`config.mk`:
```
export PLATFORM = sky130hd
export DESIGN_NAME = desc_fetch_top
export DESIGN_NICKNAME = d
export VERILOG_FILES = /design/src/rtl/desc_fetch_pkg.sv /design/src/rtl/desc_fetch_seq.sv /design/src/rtl/desc_fetch_decode.sv /design/src/rtl/desc_fetch_size.sv /design/src/rtl/desc_fetch_top.sv
export SDC_FILE = /design/constraint.sdc
export NUM_CORES = 1
export LEC_CHECK = 0
export BUFFER_PORTS_ARGS = -buffer_cell sky130_fd_sc_hd__buf_4
export CAP_MARGIN = 10
export CORE_MARGIN = 4
export CORE_UTILIZATION = 58
export CTS_CLUSTER_SIZE = 14
export DETAILED_ROUTE_END_ITERATION = 10
export PLACE_DENSITY = 0.85
export RECOVER_POWER = 25
export SKIP_LAST_GASP = 1
export SLEW_MARGIN = 5
export SYNTH_ARGS = -nofsm -noshare
export SYNTH_HDL_FRONTEND = slang
export SYNTH_SLANG_ARGS = --single-unit
```
`constraint.sdc`:
```
create_clock -name clk -period 3.8 [get_ports clk]
set_input_delay 0 -clock clk [delete_from_list [all_inputs] [get_ports clk]]
set_output_delay 0 -clock clk [all_outputs]
set_load 0.01 [all_outputs]
```
`src/rtl/desc_fetch_pkg.sv`:
```
package desc_fetch_pkg;
  localparam int NWORDS     = 4;   // control, source, destination, next
  localparam int WORD_BYTES = 4;
  localparam int EOL_BIT    = 20;
  localparam int FLG_LSB    = 16;
  localparam int FLG_W      = 4;
  localparam int TSZ_W      = 12;

  typedef enum logic [1:0] {
    ST_IDLE,
    ST_REQ,
    ST_WAIT
  } fetch_state_t;
endpackage

```
`src/rtl/desc_fetch_seq.sv`:
```
module desc_fetch_seq
  import desc_fetch_pkg::*;
#(
  parameter int ADDR_W = 32,
  localparam int IDXW  = $clog2(NWORDS)
) (
  input  logic              clk,
  input  logic              rst,
  input  logic              start_i,
  input  logic [ADDR_W-1:0] ptr_i,
  input  logic              rd_ready_i,
  input  logic              rsp_valid_i,
  output logic              rd_valid_o,
  output logic [ADDR_W-1:0] rd_addr_o,
  output logic              busy_o,
  output logic              cap_o,
  output logic              fin_o,
  output logic [IDXW-1:0]   idx_o,
  output logic [ADDR_W-1:0] base_o,
  output logic              done_o
);
  localparam logic [IDXW-1:0]   LAST_IDX = IDXW'(NWORDS - 1);
  localparam logic [ADDR_W-1:0] STEP     = ADDR_W'(WORD_BYTES);

  fetch_state_t      state_q;
  logic [IDXW-1:0]   idx_q;
  logic [ADDR_W-1:0] addr_q;
  logic [ADDR_W-1:0] base_q;
  logic              done_q;

  assign cap_o      = (state_q == ST_WAIT) && rsp_valid_i;
  assign fin_o      = cap_o && (idx_q == LAST_IDX);
  assign busy_o     = (state_q != ST_IDLE);
  assign rd_valid_o = (state_q == ST_REQ);
  assign rd_addr_o  = addr_q;
  assign idx_o      = idx_q;
  assign base_o     = base_q;
  assign done_o     = done_q;

  always_ff @(posedge clk) begin
    if (rst) begin
      state_q <= ST_IDLE;
      idx_q   <= '0;
      addr_q  <= '0;
      base_q  <= '0;
      done_q  <= 1'b0;
    end else begin
      done_q <= 1'b0;
      unique case (state_q)
        ST_IDLE: begin
          if (start_i) begin
            base_q  <= ptr_i;
            addr_q  <= ptr_i;
            idx_q   <= '0;
            state_q <= ST_REQ;
          end
        end
        ST_REQ: begin
          if (rd_ready_i) state_q <= ST_WAIT;
        end
        ST_WAIT: begin
          if (rsp_valid_i) begin
            if (idx_q == LAST_IDX) begin
              state_q <= ST_IDLE;
              done_q  <= 1'b1;
            end else begin
              idx_q   <= idx_q + 1'b1;
              addr_q  <= addr_q + STEP;
              state_q <= ST_REQ;
            end
          end
        end
        default: state_q <= ST_IDLE;
      endcase
    end
  end

  // a stalled request keeps its address
  p_req_hold_r3: assert property (@(posedge clk) disable iff (rst)
    (rd_valid_o && !rd_ready_i) |=> (rd_valid_o && $stable(rd_addr_o)));

  // one outstanding read; no new request right after acceptance
  p_one_outstanding_r2: assert property (@(posedge clk) disable iff (rst)
    (rd_valid_o && rd_ready_i) |=> !rd_valid_o);

  // a start during a fetch leaves the latched pointer alone
  p_no_restart_r10: assert property (@(posedge clk) disable iff (rst)
    (busy_o && start_i) |=> $stable(base_o));

  // done is a single-cycle strobe
  p_done_pulse_r4: assert property (@(posedge clk) disable iff (rst)
    done_o |=> !done_o);
endmodule

```
`src/rtl/desc_fetch_decode.sv`:
```
module desc_fetch_decode
  import desc_fetch_pkg::*;
#(
  parameter int ADDR_W = 32,
  parameter int DATA_W = 32,
  localparam int IDXW  = $clog2(NWORDS)
) (
  input  logic              clk,
  input  logic              rst,
  input  logic              cap_i,
  input  logic              fin_i,
  input  logic [IDXW-1:0]   idx_i,
  input  logic [DATA_W-1:0] data_i,
  input  logic [ADDR_W-1:0] base_i,
  output logic [TSZ_W-1:0]  stage_tsz_o,
  output logic              more_o,
  output logic [FLG_W-1:0]  flags_o,
  output logic [ADDR_W-1:0] src_o,
  output logic [ADDR_W-1:0] dst_o,
  output logic [ADDR_W-1:0] next_o,
  output logic [ADDR_W-1:0] cur_o
);
  localparam logic [IDXW-1:0] IDX_CTRL = IDXW'(0);
  localparam logic [IDXW-1:0] IDX_SRC  = IDXW'(1);
  localparam logic [IDXW-1:0] IDX_DST  = IDXW'(2);

  logic              s_more;
  logic [FLG_W-1:0]  s_flg;
  logic [TSZ_W-1:0]  s_tsz;
  logic [ADDR_W-1:0] s_src;
  logic [ADDR_W-1:0] s_dst;

  assign stage_tsz_o = s_tsz;

  // Staging: words arrive one at a time and wait for the last one
  always_ff @(posedge clk) begin
    if (rst) begin
      s_more <= 1'b0;
      s_flg  <= '0;
      s_tsz  <= '0;
      s_src  <= '0;
      s_dst  <= '0;
    end else if (cap_i) begin
      if (idx_i == IDX_CTRL) begin
        s_more <= ~data_i[EOL_BIT];
        s_flg  <= data_i[FLG_LSB +: FLG_W];
        s_tsz  <= data_i[TSZ_W-1:0];
      end
      if (idx_i == IDX_SRC) s_src <= data_i[ADDR_W-1:0];
      if (idx_i == IDX_DST) s_dst <= data_i[ADDR_W-1:0];
    end
  end

  // Presented fields change only when the fetch completes
  always_ff @(posedge clk) begin
    if (rst) begin
      more_o  <= 1'b0;
      flags_o <= '0;
      src_o   <= '0;
      dst_o   <= '0;
      next_o  <= '0;
      cur_o   <= '0;
    end else if (fin_i) begin
      more_o  <= s_more;
      flags_o <= s_flg;
      src_o   <= s_src;
      dst_o   <= s_dst;
      next_o  <= data_i[ADDR_W-1:0];
      cur_o   <= base_i;
    end
  end

  // fields hold between completions
  p_fields_hold_r12: assert property (@(posedge clk) disable iff (rst)
    !fin_i |=> ($stable(src_o) && $stable(dst_o) && $stable(next_o) && $stable(flags_o)));

  // the next pointer is the word that completed the fetch
  p_next_word_r9: assert property (@(posedge clk) disable iff (rst)
    fin_i |=> (next_o == $past(data_i[ADDR_W-1:0])));
endmodule

```
`src/rtl/desc_fetch_size.sv`:
```
module desc_fetch_size
  import desc_fetch_pkg::*;
(
  input  logic             clk,
  input  logic             rst,
  input  logic             load_i,
  input  logic [TSZ_W-1:0] load_val_i,
  input  logic             term_i,
  input  logic             wb_size_i,
  input  logic             desc_mode_i,
  input  logic [TSZ_W-1:0] words_done_i,
  output logic [TSZ_W-1:0] size_o
);
  logic wb_fire;
  assign wb_fire = term_i && wb_size_i && desc_mode_i;

  always_ff @(posedge clk) begin
    if (rst) begin
      size_o <= '0;
    end else if (load_i) begin
      size_o <= load_val_i;
    end else if (wb_fire) begin
      size_o <= size_o - words_done_i;
    end
  end

  // remaining count written back at termination
  p_writeback_r11: assert property (@(posedge clk) disable iff (rst)
    (term_i && wb_size_i && desc_mode_i && !load_i) |=> (size_o == $past(size_o) - $past(words_done_i)));

  // write-back gated by both enables
  p_wb_gated_r11: assert property (@(posedge clk) disable iff (rst)
    (!load_i && !(wb_size_i && desc_mode_i)) |=> $stable(size_o));
endmodule

```
`src/rtl/desc_fetch_top.sv`:
```
module desc_fetch_top
  import desc_fetch_pkg::*;
#(
  parameter int ADDR_W = 32,
  parameter int DATA_W = 32
) (
  input  logic              clk,
  input  logic              rst,
  input  logic              start_i,
  input  logic [ADDR_W-1:0] desc_ptr_i,
  output logic              rd_valid_o,
  output logic [ADDR_W-1:0] rd_addr_o,
  input  logic              rd_ready_i,
  input  logic              rsp_valid_i,
  input  logic [DATA_W-1:0] rsp_data_i,
  output logic              busy_o,
  output logic              done_o,
  output logic              more_o,
  output logic [FLG_W-1:0]  flags_o,
  output logic [ADDR_W-1:0] src_addr_o,
  output logic [ADDR_W-1:0] dst_addr_o,
  output logic [ADDR_W-1:0] cur_desc_o,
  output logic [ADDR_W-1:0] next_desc_o,
  output logic [TSZ_W-1:0]  size_o,
  input  logic              term_i,
  input  logic              wb_size_i,
  input  logic              desc_mode_i,
  input  logic [TSZ_W-1:0]  words_done_i
);
  localparam int IDXW = $clog2(NWORDS);

  logic              cap;
  logic              fin;
  logic [IDXW-1:0]   idx;
  logic [ADDR_W-1:0] base;
  logic [TSZ_W-1:0]  stage_tsz;

  desc_fetch_seq #(.ADDR_W(ADDR_W)) u_seq (
    .clk        (clk),
    .rst        (rst),
    .start_i    (start_i),
    .ptr_i      (desc_ptr_i),
    .rd_ready_i (rd_ready_i),
    .rsp_valid_i(rsp_valid_i),
    .rd_valid_o (rd_valid_o),
    .rd_addr_o  (rd_addr_o),
    .busy_o     (busy_o),
    .cap_o      (cap),
    .fin_o      (fin),
    .idx_o      (idx),
    .base_o     (base),
    .done_o     (done_o)
  );

  desc_fetch_decode #(.ADDR_W(ADDR_W), .DATA_W(DATA_W)) u_dec (
    .clk        (clk),
    .rst        (rst),
    .cap_i      (cap),
    .fin_i      (fin),
    .idx_i      (idx),
    .data_i     (rsp_data_i),
    .base_i     (base),
    .stage_tsz_o(stage_tsz),
    .more_o     (more_o),
    .flags_o    (flags_o),
    .src_o      (src_addr_o),
    .dst_o      (dst_addr_o),
    .next_o     (next_desc_o),
    .cur_o      (cur_desc_o)
  );

  desc_fetch_size u_size (
    .clk         (clk),
    .rst         (rst),
    .load_i      (fin),
    .load_val_i  (stage_tsz),
    .term_i      (term_i),
    .wb_size_i   (wb_size_i),
    .desc_mode_i (desc_mode_i),
    .words_done_i(words_done_i),
    .size_o      (size_o)
  );

  // completion follows a sampled response
  p_done_after_rsp_r4: assert property (@(posedge clk) disable iff (rst)
    done_o |-> $past(rsp_valid_i));

  // the fetcher is idle when it reports completion
  p_done_idle_r4: assert property (@(posedge clk) disable iff (rst)
    done_o |-> !busy_o);
endmodule

```
# Yosys cells after proc, flatten, opt, wreduce, memory -nomap -nowiden
# Index checks and enable logic that the tools add are counted.
# op_classes
n_bitwise	3
mux	16
reduce_logical	16
n_eq_ne	9
addsub	3
# ops
cell	n
32-bit 2-to-1 mux	3
32-bit case mux with 2 select lines	1
32-bit by 3-bit adder with 32-bit output (second input constant)	1
12-bit 2-to-1 mux	2
2-bit 2-to-1 mux	6
12-bit subtractor	1
2-bit AND reduction	4
2-bit == test (second input constant)	3
2-bit inequality test (second input constant)	3
2-bit case mux with 3 select lines	1
2-bit nonzero test	3
2-bit by 1-bit == test with 1-bit output (second input constant)	2
1-bit logical AND	4
2-bit logical NOT	2
2-bit case mux with 2 select lines	1
4-bit AND reduction	1
1-bit NOT	3
3-bit AND reduction	1
3-bit OR reduction	1
2-bit by 1-bit adder with 2-bit output (second input constant)	1
1-bit 2-to-1 mux	2
2-bit by 1-bit inequality test with 1-bit output (second input constant)	1
# totals
inputBits	84
register_bits	295
out_inout_bits	180
word_cells	64

# Longest topological paths before layout
# Gate-level depths: netlist of run 1.
# depth
word_depth	4
depth_mapped	10
mapped_depth_nobuf	10

# By module
# From an unflattened synthesis of run 1, not the netlist that was laid out.
# hier_totals
cells_unflattened	1307
hier_area_um2	12463.2
# by_module_without_submodules
mod	cells_per_inst	area_per_inst_um2	instances	seq_area_each_um2
desc_fetch_decode	732	8011.4	1	4284.1
desc_fetch_seq	429	3353.2	1	1381.3
desc_fetch_size	146	1098.6	1	240.2

# Worst setup path before layout of run 1
# No wires, ideal clock.
# synth_timing
path_type	register to register
startpoint	register u_size.size_o[0]
endpoint	register u_size.size_o[10]
n_path_buf	0
setup_ns	0.091
required_time_ns	3.709
synth_period_minus_slack_ns	2.067
t_arrival_ns	1.976
path_stages_with_launch	11
setup_slack_ns	1.733
path_cell_list	dfxtp_1 > inv_1 > ha_1 > inv_1 > fa_1 > a21oi_1 > o2111ai_1 > a31oi_1 > xnor2_1 > nand2_1 > a311oi_1
# synth_via
elab_chain_cells	3
# synth_rtl
item	line_no	source
start: declaration	desc_fetch_size.sv:12	output logic [TSZ_W-1:0] size_o
start signal: assignment	desc_fetch_size.sv:21	size_o <= load_val_i;
start signal: assignment	desc_fetch_size.sv:23	size_o <= size_o - words_done_i;
12-bit subtractor	desc_fetch_size.sv:23	
12-bit 2-to-1 mux	desc_fetch_size.sv:22	end else if (wb_fire) begin
12-bit 2-to-1 mux	desc_fetch_size.sv:20	end else if (load_i) begin
# No other way between the ends. The select of a mux whose other input is x is not followed.
# A chain may end at the register's enable or synchronous reset.

# Worst setup path in the final report of run 1
# layout_timing
startpoint	register u_seq.state_q[1]
endpoint	register u_dec.next_o[21]
# layout_via
elab_chain_cells	3
# layout_rtl
item	line_no	source
start: declaration	desc_fetch_seq.sv:25	fetch_state_t state_q;
start signal: assignment	desc_fetch_seq.sv:42	state_q <= ST_IDLE;
start signal: assignment	desc_fetch_seq.sv:55	state_q <= ST_REQ;
start signal: assignment	desc_fetch_seq.sv:59	if (rd_ready_i) state_q <= ST_WAIT;
2-bit == test	desc_fetch_seq.sv:31	assign cap_o = (state_q == ST_WAIT) && rsp_valid_i;
1-bit logical AND	desc_fetch_seq.sv:31	
1-bit logical AND	desc_fetch_seq.sv:32	assign fin_o = cap_o && (idx_q == LAST_IDX);
end signal: assignment	desc_fetch_decode.sv:68	next_o <= data_i[ADDR_W-1:0];
end: declaration	desc_fetch_decode.sv:20	output logic [ADDR_W-1:0] next_o,
# No other way between the ends.

==> results.sh, run 1 <==
export IMPL_synth_area_um2=11550
export IMPL_vias_per_cell=5.616
export IMPL_power_internal_w=0.005119
export IMPL_maxSlewHeadroom_pct=31.01
export IMPL_r2r_cells=6
export IMPL_cts_path_max_buffers=3
export IMPL_synth_compound_area_share_pct=17.86
export IMPL_drive_above_1_share_pct=12.54
export IMPL_switching_power_w=0.001558
export IMPL_ys_types=57
export IMPL_clkTransAtPathRegs_ns=0.06
export IMPL_worstSetupStartpointType="flop"
export IMPL_antenna_found_initial=1
export IMPL_wl_per_cell_um=17.03
export IMPL_core_um2=19530
export IMPL_swShare_pct=23.33
export IMPL_cp_arrival_ns=3.31
export IMPL_status="complete, no violations"
export IMPL_mostFrequentLayoutCell="nand2_1"
export IMPL_synth_mux_area_fraction_pct=0.1841
export IMPL_synthAdderAreaFrac_pct=1.906
export IMPL_crit_path_start="u_seq.state_q[1]$_SDFFE_PP0P_"
export IMPL_fin_crit_ns=2.863
export IMPL_htree_levels=1
export IMPL_r2r_end="u_dec.next_o[21]$_SDFFE_PP0P_"
export IMPL_clock_latency_ns=0.54
export IMPL_cts_setup_buffers=0
export IMPL_cts_root_buf="clkbuf_16"
export IMPL_dieArea_um2=22240
export IMPL_avgSynthCellArea_um2=7.764
export IMPL_grt_max_degree=157
export IMPL_r2r_start="u_seq.state_q[1]$_SDFFE_PP0P_"
export IMPL_p_leak_nw=5.429
export IMPL_finalHoldViolations=0
export IMPL_synth_warnings=0
export IMPL_io_pins=264
export IMPL_rsz0062_at_grt="false"
export IMPL_first_global_vias=10980
export IMPL_ys_async_sr_fraction_pct=0
export IMPL_grt_usage_pct=30.07
export IMPL_end_kind="flop"
export IMPL_final_max_slew_viol_count=0
export IMPL_wirelength_um=34830
export IMPL_drt_first_pass_iters=6
export IMPL_synth_simple_gate_area_share_pct=23.88
export IMPL_cts_tree="built"
export IMPL_synth_edf_count=0
export IMPL_grt_pass1_wl_um=55350
export IMPL_ir_worst_vdd_uv=401.0
export IMPL_die_h_um=149.1
export IMPL_synth_seq_cells=295
export IMPL_fmax_ghz=0.3493
export IMPL_skew_ns=0.009222
export IMPL_die_x_um=149.1
export IMPL_holdWs_ns=0.05052
export IMPL_cts_resized_gates=0
export IMPL_p_per_area_nw_per_um2=451.2
export IMPL_nFillCells=1461
export IMPL_seq_area_frac_synth_pct=51.12
export IMPL_dp_hpwl_um=20910
export IMPL_postCtsHoldBufs=67
export IMPL_criticalPathCategory="flop to flop"
export IMPL_cts_inserted_buffers=29
export IMPL_fin_nets=1857
export IMPL_crit_chain="buf_4 -> nor2b_2 -> and3_4 -> buf_12 -> nand2_1 -> a21oi_1"
export IMPL_slowest_delay_ns=0.65
export IMPL_overflow=0
export IMPL_r2r_slack_ns=0.94
export IMPL_hold_path_class="primary input to flop"
export IMPL_syn_inst=1488
export IMPL_cp_slowest_cell="and3_4"
export IMPL_setup_violations=0
export IMPL_layout_worst_path_cycle_share_pct=75.34
export IMPL_fin_setup_tns_ns=0
export IMPL_crit_path_max_fanout=88
export IMPL_vias=11490
export IMPL_rows=51
export IMPL_synth_fp_nets=1589
export IMPL_required_ns=4.25
export IMPL_final_util_pct=75.78
export IMPL_syn_to_final_growth_pct=28.08
export IMPL_initial_utilization_pct=59.16
export IMPL_io_buffers=263
export IMPL_ys_flop_type="dfxtp_1"
export IMPL_place_gp_congestion=0.9466
export IMPL_cts_sinks=295
export IMPL_total_power_w=0.006677
export IMPL_pwr_share_seq_pct=48.5
export IMPL_maxCapViolations=0
export IMPL_final_cell_mix="nand2_1 (534), dfxtp_1 (295), a21oi_1 (276)"
export IMPL_dpl_instance_area_um2=13600
export IMPL_final_antenna_net_count=0
export IMPL_drc_errors=0
export IMPL_synth_xor_area_share_pct=0.6823
export IMPL_pwr_share_comb_pct=8.6
export IMPL_drt_iter0_markers=876
export IMPL_p_clk_share_pct=42.9
export IMPL_worstMarginPinSlew_ns=1.035
export IMPL_endpoint="u_dec.next_o[21]$_SDFFE_PP0P_"
export IMPL_stdcell_area_um2=14800
export IMPL_synth_top_family_by_area="simple AND/OR/NAND/NOR gates"
kinds of logic after synthesis:
group                    Yosys count
XOR/XNOR                           9
multiplexers                       2
adder cells (fa/ha/maj)           17
AND/OR/NAND/NOR                  670
flip-flops                       295
AO/OA/AOI/OAI                    368
buffers and inverters            127
power by group through the flow:
stage               Sequential [W]  Combinational (W)  Clock (W)
floorplan                  0.00330           0.000269          0
global placement           0.00330           0.000496          0
detailed placement         0.00330           0.000505          0
CTS                        0.00323           0.000565    0.00290
global route               0.00324           0.000625    0.00303
finish                     0.00324           0.000576    0.00287
per-stage QoR:
step                      setup slack (ns)  cells
final                               0.9372   2045
after global routing                0.7761   2045
after CTS                            1.050   2044
after detailed placement             1.091   1923
after global placement               1.208   1923
after floorplan                      1.733   1488
worst min path at each step:
stage,to,slack (ns),cells after the start,startpoint
2_1_floorplan,u_dec.s_more$_SDFFE_PP0P_,0.1,1,rsp_data_i[20]
3_3_place_gp,u_dec.s_more$_SDFFE_PP0P_,0.23,2,rsp_data_i[20]
3_5_place_dp,u_dec.s_more$_SDFFE_PP0P_,0.23,2,rsp_data_i[20]
4_1_cts,u_size.size_o[8]$_SDFFE_PP0P_,0.04,6,words_done_i[8]
5_1_grt,u_size.size_o[8]$_SDFFE_PP0P_,0.09,6,words_done_i[8]
6_report,u_size.size_o[8]$_SDFFE_PP0P_,0.05,6,words_done_i[8]
cells in the mapped netlist (2+ instances only):
library cell	instances	area (um2)
clkbuf_1	82	307.8
ha_1	16	200.2
o21a_1	3	22.52
xor2_1	3	26.28
a211oi_1	20	150.1
a311oi_1	10	87.58
buf_1	3	11.26
nand4_1	6	37.54
nand3_1	19	95.09
or2_2	2	12.51
o21ai_0	22	110.1
inv_1	22	82.58
and4_1	2	17.52
nand3b_1	4	30.03
a2111oi_2	3	45.04
xnor2_1	6	52.55
nand2_1	534	2004
nand4_2	2	25.02
and3_1	14	87.58
o2111ai_1	2	17.52
and2_1	5	31.28
nor3_1	10	50.05
a21o_1	5	37.54
a221oi_1	3	26.28
o211ai_1	3	22.52
dfxtp_1	295	5906
o22ai_1	5	31.28
a31oi_1	3	18.77
nand2b_1	6	37.54
nor2_1	47	176.4
a21oi_1	277	1386
or3_1	2	12.51
buf_2	19	95.09
nor4b_1	2	17.52
nor2b_1	3	18.77
nor4_1	7	43.79
cell type report:
type | count | area (um2) | share of cell area (%)
Antenna cell | 1 | 2.502 | 0.01691
Clock buffer | 44 | 862.1 | 5.826
Multi-Input combinational cell | 1066 | 5169 | 34.93
Sequential cell | 295 | 5906 | 39.91
Tap cell | 265 | 331.6 | 2.241
Clock inverter | 10 | 107.6 | 0.7272
Inverter | 22 | 82.58 | 0.5581
Timing Repair Buffer | 342 | 2336 | 15.79
worst max-delay path, delay by kind of cell, from the launching register on:
family | cells | cell delay [ns]
flip-flops | 1 | 0.61
AND/OR/NAND/NOR | 3 | 1.19
buffers and inverters | 2 | 0.68
AO/OA/AOI/OAI | 1 | 0.14
layer usage:
layer  GRT usage, %  vias to the layer above  routed length [um]
li1               -                     5505                   -
met1          37.96                     5339               13600
met2          49.15                      517               16560
met3          6.898                      124                3141
met4          13.87                        0                1525
met5              0                        -                   0
registers in the layout, summed over array words and instances (netlist names):
name,cells
u_dec.dst_o,32
u_seq.state_q,2
u_dec.s_more,1
u_dec.s_dst,32
u_dec.flags_o,4
u_size.size_o,12
u_seq.idx_o,2
u_seq.rd_addr_o,32
u_seq.done_o,1
u_dec.more_o,1
u_dec.src_o,32
u_dec.s_src,32
u_dec.stage_tsz_o,12
u_dec.cur_o,32
u_seq.base_o,32
u_dec.s_flg,4
u_dec.next_o,32
(Power assumes the default switching activity.)
==> run 2: changes to the inputs <==
- ABC_AREA: not set -> 1
- CORE_UTILIZATION: 58 -> 49
- PLACE_DENSITY: 0.85 -> 0.76
- clock period: 3.8 -> 2.4 ns (I/O delays scaled with it)
==> run 2 against run 1 <==
Synthesized area grew 6.1%. Worst hold slack lost 0.023 ns. Design area grew 6.4%. Critical path type unchanged. Sequential share of layout area shrank 2.4 points. Register-to-register slack lost 0.75 ns. Die area grew 24%. Via count grew 8.0%.
==> results.sh, run 2 <==
export IMPL_hp_start="words_done_i[10]"
export IMPL_grt_pass1_wl_um=62560
export IMPL_synth_most_common_cell="nand2_1"
export IMPL_r2r_cells=10
export IMPL_cts_path_max_buffers=3
export IMPL_ys_async_sr_fraction_pct=0
export IMPL_rows=57
export IMPL_drt_first_pass_iters=5
export IMPL_fin_setup_tns_ns=0
export IMPL_vias_per_cell=5.266
export IMPL_criticalPathCategory="flop to flop"
export IMPL_crit_path_start="u_seq.state_q[0]$_SDFFE_PP0P_"
export IMPL_crit_chain="inv_1 -> nand2_2 -> nor2_4 -> nand2_4 -> buf_4 -> nand2_1 -> nor2_1 -> o21ai_0 -> dlygate4sd3_1 -> inv_1"
export IMPL_slowest_delay_ns=0.57
export IMPL_cts_root_buf="clkbuf_16"
export IMPL_cp_slowest_cell="dlygate4sd3_1"
export IMPL_place_gp_congestion=0.9656
export IMPL_ys_types=31
export IMPL_dpl_instance_area_um2=14400
export IMPL_skew_ns=0.01630
export IMPL_io_pins=264
export IMPL_dieArea_um2=27610
export IMPL_dp_hpwl_um=26960
export IMPL_synth_top_family_by_area="simple AND/OR/NAND/NOR gates"
export IMPL_crit_path_max_fanout=21
export IMPL_synth_top_area_share_pct=48.18
export IMPL_maxSlewHeadroom_pct=50.85
export IMPL_hold_depth=6
export IMPL_layout_worst_path_cycle_share_pct=92.20
export IMPL_overflow=0
export IMPL_r2r_start="u_seq.state_q[0]$_SDFFE_PP0P_"
export IMPL_cp_arrival_ns=2.68
export IMPL_initial_utilization_pct=50.10
export IMPL_nFillCells=2251
export IMPL_fin_crit_ns=2.213
export IMPL_synth_area_um2=12260
export IMPL_clkTransAtPathRegs_ns=0.07
export IMPL_fin_nets=2109
export IMPL_synth_xor_area_share_pct=0.2858
export IMPL_cts_inserted_buffers=30
export IMPL_regArea_um2=5906
export IMPL_antenna_found_initial=0
export IMPL_setup_violations=0
export IMPL_synth_simple_gate_area_share_pct=25.71
export IMPL_synthAdderAreaFrac_pct=1.797
export IMPL_syn_inst=1718
export IMPL_synth_seq_cells=295
export IMPL_first_global_vias=11520
export IMPL_seq_area_frac_synth_pct=48.18
export IMPL_end_kind="flop"
export IMPL_wl_per_cell_um=16.70
export IMPL_mostFrequentLayoutCell="nand2_1"
export IMPL_wirelength_um=39340
export IMPL_synthTopCellsByCount="nand2_1 (562), a21oi_1 (307), dfxtp_1 (295)"
export IMPL_required_ns=2.86
export IMPL_grt_max_degree=151
export IMPL_drc_errors=0
export IMPL_avgSynthCellArea_um2=7.134
export IMPL_fmax_ghz=0.4519
export IMPL_clock_latency_ns=0.56
export IMPL_synth_top_cells_by_area="dfxtp_1 (48%), nand2_1 (17%), a21oi_1 (13%), nand3_1 (5.1%), inv_1 (3.6%)"
export IMPL_vias=12400
export IMPL_final_cell_mix="nand2_1 (562), a21oi_1 (307), dfxtp_1 (295)"
export IMPL_r2r_end="u_size.size_o[0]$_SDFFE_PP0P_"
export IMPL_stdcell_area_um2=15750
export IMPL_die_x_um=166.2
export IMPL_status="complete, no violations"
export IMPL_multi_input_area_um2=5403
export IMPL_p_per_area_nw_per_um2=704.2
export IMPL_ys_flop_type="dfxtp_1"
export IMPL_p_leak_nw=6.032
export IMPL_drt_iter0_markers=1154
export IMPL_cts_sinks=295
export IMPL_final_max_slew_viol_count=0
export IMPL_finalHoldViolations=0
export IMPL_synth_mux_area_fraction_pct=0
export IMPL_grt_usage_pct=27.12
export IMPL_hold_path_class="primary input to flop"
export IMPL_min_to="u_size.size_o[10]$_SDFFE_PP0P_"
export IMPL_cpMostUsedCell="inv_1"
export IMPL_n_antenna_cell=0
export IMPL_drive_above_1_share_pct=11.72
export IMPL_io_buffers=263
export IMPL_final_antenna_net_count=0
export IMPL_ir_worst_vdd_uv=695.7
export IMPL_yosysTopAreaCell="dfxtp_1"
export IMPL_die_h_um=166.2
export IMPL_maxCapViolations=0
export IMPL_rsz0062_at_grt="false"
export IMPL_synth_warnings=0
export IMPL_worstMarginPinSlew_ns=0.7372
export IMPL_htree_levels=1
export IMPL_cts_tree="built"
export IMPL_synth_fp_nets=1819
export IMPL_r2r_slack_ns=0.19
export IMPL_synth_edf_count=0
export IMPL_worstSetupStartpointType="flop"
export IMPL_core_um2=24460
export IMPL_syn_to_final_growth_pct=28.49
export IMPL_synth_compound_area_share_pct=16.28
[run 2: per-layer routing]
layer | GRT usage, % | vias up | share of wire [%] | routed length [um]
met5 | 0 | - | 0 | 0
met4 | 8.106 | 0 | 3.6 | 1417
met3 | 4.189 | 91 | 6.7 | 2653
met2 | 43.43 | 495 | 46 | 18120
met1 | 38.08 | 5681 | 44 | 17140
li1 | - | 6135 | - | -
[run 2: cell families after synthesis]
group / count (synthesis)
AND/OR/NAND/NOR: 782
XOR/XNOR: 4
buffers and inverters: 229
AO/OA/AOI/OAI: 391
adder cells (fa/ha/maj): 17
flip-flops: 295
[run 2: power breakdown]
part           internal (W)  switching [W]
sequential          0.00502       0.000123
combinational      0.000429       0.000623
clock               0.00294        0.00195
total               0.00839        0.00270
[run 2: worst max-delay path by stage]
| stage | endpoint | slack (ns) | cells after the start |
|---|---|---|---|
| floorplan | u_size.size_o[6]$_SDFFE_PP0P_ | 0.72 | 10 |
| global placement | u_dec.s_src[21]$_SDFFE_PP0P_ | 0.43 | 7 |
| detailed placement | u_dec.next_o[26]$_SDFFE_PP0P_ | 0.34 | 8 |
| CTS | u_seq.base_o[0]$_SDFFE_PP0P_ | 0.13 | 8 |
| global route | u_size.size_o[0]$_SDFFE_PP0P_ | 0.02 | 10 |
| finish | u_size.size_o[0]$_SDFFE_PP0P_ | 0.19 | 10 |
[run 2: timing repair]
| item | in CTS | in global routing |
|---|---|---|
| buffers inserted | 0 | 2 |
| hold endpoints to repair | 197 | 0 |
| gates resized for setup | 0 | 1 |
| endpoints found under the setup margin | 0 | 2 |
| hold buffers | 72 | 0 |
[run 2: area by class of cell]
| class | count | area share [%] |
|---|---|---|
| Timing Repair Buffer | 364 | 15.97 |
| Inverter | 123 | 2.947 |
| Multi-Input combinational cell | 1194 | 34.31 |
| Tap cell | 324 | 2.574 |
| Sequential cell | 295 | 37.50 |
| Clock buffer | 41 | 5.474 |
| Clock inverter | 14 | 1.231 |
[run 2: per-stage QoR]
step	setup slack, ns	total power [W]	hold WS (ns)	instances	util [%]
after floorplan	0.7196	0.005739	0.1429	1718	-
after global placement	0.4299	0.006174	0.2568	2226	58.85
after detailed placement	0.3383	0.006191	0.2692	2226	58.85
after CTS	0.1343	0.01116	0.002368	2353	66.11
after global routing	0.01651	0.01149	0.07584	2355	64.38
final	0.1871	0.01109	0.02779	2355	64.38
[run 2: critical path: cells and delay by family, from the launching register on]
kind                   cells  cell delay [ns]
DFF                        1             0.31
AOI/OAI and AO/OA          1             0.13
and+or+nand+nor            5             0.71
buffers and inverters      4             0.96
==> run 3: changes to the inputs <==
- GPL_TIMING_DRIVEN: not set -> 0
==> run 3 against run 2 <==
Critical path type unchanged. Count of clock-buffer cells in the layout rose by 1. Fmax rose by 4.5%. Sequential cell count did not move. Highest routed layer unchanged. Combinational power rose by 5%.
==> results.sh, run 3 (synthesized netlist as in run 2, its figures left out) <==
export IMPL_wl_met2_um=20010
export IMPL_multi_input_area_um2=5403
export IMPL_clock_latency_ns=0.55
export IMPL_worstMarginPinSlew_ns=0.9213
export IMPL_place_gp_congestion=0.9363
export IMPL_drive_above_1_share_pct=11.73
export IMPL_fin_setup_tns_ns=0
export IMPL_fin_nets=2185
export IMPL_dr_max_layer_used="met4"
export IMPL_io_buffers=263
export IMPL_wl_per_cell_um=18.24
export IMPL_p_leak_nw=6.155
export IMPL_layout_worst_path_cycle_share_pct=88.21
export IMPL_cts_inserted_buffers=31
export IMPL_drt_iter0_markers=1342
export IMPL_wirelength_um=44310
export IMPL_antenna_found_initial=0
export IMPL_core_um2=24460
export IMPL_status="complete, no violations"
export IMPL_dieArea_um2=27610
export IMPL_final_util_pct=65.26
export IMPL_maxSlewHeadroom_pct=38.58
export IMPL_met3WireLength_um=4000
export IMPL_final_cell_mix="nand2_1 (562), a21oi_1 (307), dfxtp_1 (295)"
export IMPL_end_kind="flop"
export IMPL_r2r_slack_ns=0.28
export IMPL_grt_usage_pct=30.62
export IMPL_cts_root_buf="clkbuf_16"
export IMPL_cts_path_max_buffers=3
export IMPL_cp_arrival_ns=2.54
export IMPL_hold_path_class="primary input to flop"
export IMPL_die_x_um=166.2
export IMPL_vias=13160
export IMPL_p_per_area_nw_per_um2=705.0
export IMPL_ir_worst_vdd_uv=597.6
export IMPL_preCtsSetupSlack_ns=0.3388
export IMPL_rows=57
export IMPL_regArea_um2=5906
export IMPL_die_h_um=166.2
export IMPL_first_global_vias=12710
export IMPL_setup_violations=0
export IMPL_cts_setup_buffers=0
export IMPL_crit_path_max_fanout=10
export IMPL_total_power_w=0.01125
export IMPL_final_antenna_net_count=0
export IMPL_cts_sinks=295
export IMPL_io_pins=264
export IMPL_htree_levels=1
export IMPL_criticalPathCategory="flop to flop"
export IMPL_grt_pass1_wl_um=68660
export IMPL_syn_to_final_growth_pct=30.24
export IMPL_cts_tree="built"
export IMPL_initial_utilization_pct=50.10
export IMPL_fmax_ghz=0.4723
export IMPL_skew_ns=0.008527
export IMPL_grt_max_degree=15
export IMPL_vias_per_cell=5.416
export IMPL_finalHoldViolations=0
export IMPL_required_ns=2.82
export IMPL_fin_crit_ns=2.117
export IMPL_mostFrequentLayoutCell="nand2_1"
export IMPL_worstSetupStartpointType="flop"
export IMPL_final_max_slew_viol_count=0
export IMPL_wl_met1_um=18360
export IMPL_rsz0062_at_grt="false"
export IMPL_finalWorstSetupSlack_ns=0.2829
export IMPL_maxCapViolations=0
export IMPL_nFillCells=2315
export IMPL_clkTransAtPathRegs_ns=0.06
export IMPL_dp_hpwl_um=32700
export IMPL_drc_errors=0
export IMPL_overflow=0
export IMPL_drt_first_pass_iters=6
export IMPL_n_antenna_cell=0
## run 3: path summary, 6_finish.rpt
check | start | endpoint | depth (start not counted)
max | u_seq.idx_o[0]$_SDFFE_PP0P_ | u_dec.stage_tsz_o[9]$_SDFFE_PP0P_ | 7
max reg2reg | u_seq.idx_o[0]$_SDFFE_PP0P_ | u_dec.stage_tsz_o[9]$_SDFFE_PP0P_ | 7
min reg2reg | u_seq.base_o[10]$_SDFFE_PP0P_ | u_dec.cur_o[10]$_SDFFE_PP0P_ | 2
min | wb_size_i | u_size.size_o[0]$_SDFFE_PP0P_ | 6
## run 3: power by group
group	switching (W)	leakage (nW)	internal, W	total [W]
logic	0.000667	3.24	0.000433	0.00110
registers	0.000135	2.39	0.00502	0.00515
clock network	0.00197	0.528	0.00303	0.00500
total	0.00277	6.16	0.00848	0.0113
## run 3: timing repair
item,in CTS,in global routing
hold endpoints to repair,178,0
hold buffers,70,0
resized for setup,0,2
setup endpoints to repair,0,1
## run 3: stage by stage
step | hold slack, ns | instances | cell area [um2]
finish | 0.03212 | 2429 | 15960
global route | 0.07741 | 2429 | 15960
CTS | 0.002322 | 2429 | 16400
detailed placement | 0.2783 | 2305 | 14640
global placement | 0.2709 | 2305 | 14640
floorplan | 0.1429 | 1718 | 12260
## run 3: layer usage
layer	vias to the layer above	global-route usage, %
met1	6160	39.67
met3	118	7.141
met4	0	11.73
met2	583	49.89
li1	6294	-
met5	-	0
## run 3: critical path, cell delays in order (launching register included)
cell	delay, ns
dfxtp_1	0.33
inv_1	0.13
ha_1	0.17
clkbuf_1	0.39
nand2_1	0.33
clkbuf_1	0.35
o21ai_0	0.25
a21oi_1	0.05
## run 3: area by class of cell
cell class | count | area share [%]
plain buffers | 106 | 3.057
well taps | 324 | 2.540
repair buffers | 333 | 13.98
clock buffers | 42 | 5.620
clock inverters | 12 | 1.066
multi-input cells | 1194 | 33.85
flip-flops and latches | 295 | 37.00
inverters | 123 | 2.892
